## src/rtl/pt_pkg.sv

```systemverilog
// Package: shared constants for the access protection checker.
// Assumes: entry word layout is fixed; the register index width follows
// from the byte-address base field (bits 19:0 less the two byte bits).
package pt_pkg;
    localparam int ENTRY_W   = 32;
    localparam int NUM_ENTRIES = 16;
    localparam int IDX_W     = $clog2(NUM_ENTRIES);
    localparam int RD_BIT    = 30;
    localparam int WR_BIT    = 29;
    localparam int LOG_HI    = 28;
    localparam int LOG_LO    = 24;
    localparam int BASE_HI   = 19;
    localparam int BASE_LO   = 2;
    localparam int ADDR_W    = BASE_HI - BASE_LO + 1;
    localparam int LOG_W     = LOG_HI - LOG_LO + 1;
endpackage

```

## src/rtl/pt_entry_table.sv

```systemverilog
// Module: storage for the protection entries.
// Assumes: one write per cycle; written value visible the next cycle;
// all entries clear (disabled) on reset.
module pt_entry_table
    import pt_pkg::*;
#(
    parameter int N = NUM_ENTRIES,
    parameter int IW = $clog2(N)
) (
    input  logic                          clk,
    input  logic                          rst_n,
    input  logic                          wr_en,
    input  logic [IW-1:0]                 wr_idx,
    input  logic [ENTRY_W-1:0]            wr_data,
    output logic [N-1:0][ENTRY_W-1:0]     entries
);
    // Holds each entry word; loads the addressed one on a write.
    always_ff @(posedge clk) begin
        if (!rst_n) begin
            entries <= '0;
        end else if (wr_en) begin
            entries[wr_idx] <= wr_data;
        end
    end

    // a loaded word is present in the table the following cycle.
    p_write_lands_r10: assert property (@(posedge clk) disable iff (!rst_n)
        wr_en |=> entries[$past(wr_idx)] == $past(wr_data));

    // leaving reset, the table is clear.
    p_reset_clear_r1: assert property (@(posedge clk) disable iff (!rst_n)
        $rose(rst_n) |-> entries == '0);
endmodule

```

## src/rtl/pt_entry_match.sv

```systemverilog
// Module: decides whether one entry refuses an access.
// Assumes: base is aligned down to the window length by masking the low
// L index bits; L >= ADDR_W makes the window cover the whole space.
module pt_entry_match
    import pt_pkg::*;
(
    input  logic [ENTRY_W-1:0] entry,
    input  logic [ADDR_W-1:0]  acc_addr,
    input  logic               acc_write,
    output logic               refuse
);
    logic [LOG_W-1:0]  log_len;
    logic [ADDR_W-1:0] base_idx;
    logic [ADDR_W-1:0] keep_mask;
    logic              kind_blocked;
    logic              in_window;

    // Splits the entry word and forms the window comparison.
    always_comb begin
        log_len      = entry[LOG_HI:LOG_LO];
        base_idx     = entry[BASE_HI:BASE_LO];
        keep_mask    = (32'(log_len) >= ADDR_W) ? '0
                       : ({ADDR_W{1'b1}} << log_len);
        kind_blocked = acc_write ? entry[WR_BIT] : entry[RD_BIT];
        in_window    = ((acc_addr ^ base_idx) & keep_mask) == '0;
        refuse       = kind_blocked && in_window;
    end
endmodule

```

## src/rtl/pt_prio_enc.sv

```systemverilog
// Module: lowest-index priority encoder.
// Assumes: N is at least 2; idx is meaningless when any is low.
module pt_prio_enc #(
    parameter int N = 16,
    parameter int IW = $clog2(N)
) (
    input  logic [N-1:0]  vec,
    output logic          any,
    output logic [IW-1:0] idx
);
    // Scans from the top down so the lowest set bit wins.
    always_comb begin
        any = 1'b0;
        idx = '0;
        for (int i = N - 1; i >= 0; i--) begin
            if (vec[i]) begin
                any = 1'b1;
                idx = IW'(i);
            end
        end
    end
endmodule

```

## src/rtl/pt_access_guard.sv

```systemverilog
// Module: top of the register access protection checker.
// Assumes: accesses are judged combinationally against the table as it
// stood at the start of the cycle; the fault report is registered.
module pt_access_guard
    import pt_pkg::*;
(
    input  logic               clk,
    input  logic               rst_n,
    input  logic               cfg_we,
    input  logic [IDX_W-1:0]   cfg_idx,
    input  logic [ENTRY_W-1:0] cfg_data,
    input  logic               acc_valid,
    input  logic [ADDR_W-1:0]  acc_addr,
    input  logic               acc_write,
    output logic               pass_valid,
    output logic               fault_valid,
    output logic [IDX_W-1:0]   fault_idx
);
    logic [NUM_ENTRIES-1:0][ENTRY_W-1:0] entries;
    logic [NUM_ENTRIES-1:0]              refuse_vec;
    logic [NUM_ENTRIES-1:0]              blk_vec;
    logic                                blk_any;
    logic [IDX_W-1:0]                    blk_idx;

    pt_entry_table #(.N(NUM_ENTRIES), .IW(IDX_W)) u_table (
        .clk     (clk),
        .rst_n   (rst_n),
        .wr_en   (cfg_we),
        .wr_idx  (cfg_idx),
        .wr_data (cfg_data),
        .entries (entries)
    );

    for (genvar g = 0; g < NUM_ENTRIES; g++) begin : g_match
        pt_entry_match u_match (
            .entry     (entries[g]),
            .acc_addr  (acc_addr),
            .acc_write (acc_write),
            .refuse    (refuse_vec[g])
        );
    end

    // Only a presented access can be refused.
    assign blk_vec = refuse_vec & {NUM_ENTRIES{acc_valid}};

    pt_prio_enc #(.N(NUM_ENTRIES), .IW(IDX_W)) u_enc (
        .vec (blk_vec),
        .any (blk_any),
        .idx (blk_idx)
    );

    // Lets the access through when nothing refuses it.
    assign pass_valid = acc_valid && !blk_any;

    // Registers a one-cycle fault pulse with the refusing entry number.
    always_ff @(posedge clk) begin
        if (!rst_n) begin
            fault_valid <= 1'b0;
            fault_idx   <= '0;
        end else begin
            fault_valid <= blk_any;
            if (blk_any) fault_idx <= blk_idx;
        end
    end

    // a refusal yields a fault next cycle carrying its index.
    p_fault_after_block_r8: assert property (@(posedge clk) disable iff (!rst_n)
        (acc_valid && !pass_valid) |=> (fault_valid && fault_idx == $past(blk_idx)));

    // no refusal, no fault next cycle.
    p_no_spurious_fault_r8: assert property (@(posedge clk) disable iff (!rst_n)
        !(acc_valid && !pass_valid) |=> !fault_valid);

    // the reported entry refuses and no lower entry does.
    p_lowest_wins_r7: assert property (@(posedge clk) disable iff (!rst_n)
        blk_any |-> (refuse_vec[blk_idx]
                     && ((refuse_vec & ((NUM_ENTRIES'(1) << blk_idx) - 1'b1)) == '0)));
endmodule

```

## config.mk

```make
export PLATFORM = sky130hd
export DESIGN_NAME = pt_access_guard
export DESIGN_NICKNAME = d
export VERILOG_FILES = /design/src/rtl/pt_pkg.sv /design/src/rtl/pt_entry_table.sv /design/src/rtl/pt_entry_match.sv /design/src/rtl/pt_prio_enc.sv /design/src/rtl/pt_access_guard.sv
export SDC_FILE = /design/constraint.sdc
export NUM_CORES = 1
export LEC_CHECK = 0
export BUFFER_PORTS_ARGS = -buffer_cell sky130_fd_sc_hd__buf_2
export CAP_MARGIN = 15
export CELL_PAD_IN_SITES_DETAIL_PLACEMENT = 1
export CELL_PAD_IN_SITES_GLOBAL_PLACEMENT = 1
export CORE_AREA = 3 3 229 231
export CTS_CLUSTER_SIZE = 16
export DETAILED_ROUTE_END_ITERATION = 12
export DIE_AREA = 0 0 232 234
export PLACE_DENSITY = 0.81
export SLEW_MARGIN = 20
export SYNTH_ARGS = -nofsm -noshare
export SYNTH_HDL_FRONTEND = slang
export SYNTH_SLANG_ARGS = --single-unit
export TNS_END_PERCENT = 1
```

## constraint.sdc

```tcl
create_clock -name clk -period 3.6 [get_ports clk]
set_input_delay 0.36 -clock clk [delete_from_list [all_inputs] [get_ports clk]]
set_output_delay 0.36 -clock clk [all_outputs]
set_load 0.02 [all_outputs]
```

==> metrics.txt <==
outcome=finished clean; area of the core=0.05027 mm2; Vias=19573; die area=0.05429 mm2; Pleak=7.835 nW; Max Cap Violations=0; #FFs+latches synth=405; min-delay worst type=input pin to flop; Detail Route Antenna Nets=0; synth warn=0; Max Clock Freq=286.6 MHz; WS Path Type=flop to output port; CTS tree=yes; HP Start=rst_n; largest net degree at the start of global routing=112; RSZ-0062 raised after global routing=false; Netlist cell types=78; port bufs=57; setup violators final=0; routed wire length=80.32 mm; mux share of post-synthesis cell area=0.005387; row cnt=82; final hold violations=0; per-cell routed wire length=23.99 um; number of synthesized flops with an enable pin=0; Worst R2R Start=u_table.entries[472]; sequential share of the synthesized area=0.4012; Synth top cells by count=nand2_1, a21oi_1, dfxtp_1; synthesized area per cell=7.459 um2; Die Ht=234 um; total gr overflow=0; layout overhead on the synthesized area=11.98%; Max Root-Sink Buffers=3; I/O pin count=65; post-layout net count=2694; final worst slack=110.8 ps; first drt pass iteration count=5; Slew headroom=0.2750; Critical Path RT=3240 ps; Synth Area in Compound Gates=0.1983; largest family of logic cells by synthesized area=simple AND/OR/NAND/NOR gates; Worst setup SP type=flop; critical path launch point=u_table.entries[89]; post-route clock period utilization=0.9692; Area contributors post-synth=dfxtp_1, nand2_1, a21oi_1, xor2_1, xnor2_1; first-pass GRT wire length=119.7 mm; Starting DRT DRC Count=1634; Num CTS Buffers=47; Post-DP HPWL=49.08 mm; top-count cell post-synth=nand2_1; Most used DFF post-synth=dfxtp_1; Clk Latency, worst-skew pair=590 ps; Crit. End Element=output port; arrival time at the worst endpoint=3130 ps; Design Power=10.58 mW; worst clock skew=7.329 ps; htree depth=2; Via density=5.846; initial antenna violation count=5; Initial Util=0.4019; Worst-path clk slew=60 ps; syn_nets=2768; share of flip-flops with an asynchronous set or reset=0; Post-Synth Adder-Cell Area=0.002167; vias in the first global route=19815; top cell type's share of synthesized area=0.4012; Die Wd=232 um; all-layer global routing usage=0.2905; Synth Area in Simple Gates=0.2074; Worst Max-Slew Pin Slew=1084 ps; Final Critical Period=3489 ps; Setup WS pre-CTS=287.3 ps; Post-Synthesis Cells=2709; synthesized cell area=0.02021 mm2; setup TNS=0 ps; hold-fix buffers at CTS=0; DRC viols=0; Routability Congestion=0.8870; Post-Synth XOR/XNOR Area=0.1248; area leader, netlist=dfxtp_1; critical-path maximum fanout=10; pwr/cell area=467.7 mW/mm2; fraction of layout cells with a size suffix above 1=0.09394; VDD IR-drop max=320.7 uV; Final Max Slew Viols=0; # clock sinks=405; root buf cell=clkbuf_16
-- worst max-delay path, stage by stage, from the launching register on --
cell	delay (ps)
dfxtp_1	540
nor3_1	110
nor4_1	460
o221ai_1	210
a221o_1	460
and4_4	180
and4b_4	200
and2_2	220
buf_2	160
-- metrics by stage --
stage                 util  std cells  instance area [um2]  hold WS (ps)
finish              0.4501       3348                22630         199.0
global route        0.4500       3345                22620         197.8
global placement    0.4171       3256                20970         437.3
detailed placement  0.4171       3256                20970         450.0
CTS                 0.4491       3342                22580         175.8
floorplan                -       2709                20210         431.2
-- flip-flops by register name, indices dropped and copies added, names as in the netlist --
signal           count
fault_valid          1
fault_idx            4
u_table.entries    400
-- repair_timing --
action / 4_1_cts / 5_1_grt
buffers inserted: 0 / 2
endpoints found under the setup margin: 1 / 1
resized for setup: 1 / 10
pin swaps: 0 / 1
-- final cells by class --
type | count | area [um2]
Antenna cell | 4 | 10.01
Clock buffer | 73 | 1434
Clock inverter | 13 | 172.7
Fill cell | 6231 | 27650
Inverter | 18 | 75.07
Multi-Input combinational cell | 2030 | 10910
Sequential cell | 405 | 8119
Tap cell | 672 | 840.8
Timing Repair Buffer | 133 | 1069
-- cell families after synthesis --
kind of cell	Yosys count
simple gates	1040
compound gates	688
flops	405
xor+xnor	288
buf+inv	274
mux	10
fa+ha+maj	4
-- routing by layer --
metal | track usage | wire length (um) | share of wire | up-vias
met5 | 0 | 0 | 0 | -
met4 | 0.1776 | 5799 | 0.072 | 0
met3 | 0.04142 | 5322 | 0.066 | 291
met2 | 0.5001 | 37690 | 0.47 | 721
met1 | 0.3430 | 31510 | 0.39 | 9723
li1 | - | - | - | 8838
-- cells in the final DEF, fill, tap and decap left out, drive strengths merged, types with 7 or more instances in the layout --
cell type,count
a211oi,16
a21o,10
a21oi,470
a221oi,14
a31oi,15
a41oi,7
buf,133
clkbuf,73
clkinv,7
dfxtp,405
inv,20
mux2,7
nand2,874
nand2b,11
nand3,31
nand4,15
nor2,41
nor2b,10
nor3,20
o2111ai,8
o211ai,30
o21ai,45
o31ai,18
xnor2,138
xor2,150
-- path summary, 6_finish.rpt --
path | depth (start not counted) | to | slack (ps)
max | 8 | pass_valid | 110
min | 3 | fault_idx[1] | 200
max reg2reg | 9 | fault_idx[0] | 830
min reg2reg | 2 | u_table.entries[445] | 460
-- where the power goes --
group	switching, mW	internal, mW
clock	1.99	3.02
sequential	0.0567	4.54
combinational	0.692	0.285
Note: power is estimated with default switching activity, not from simulation.
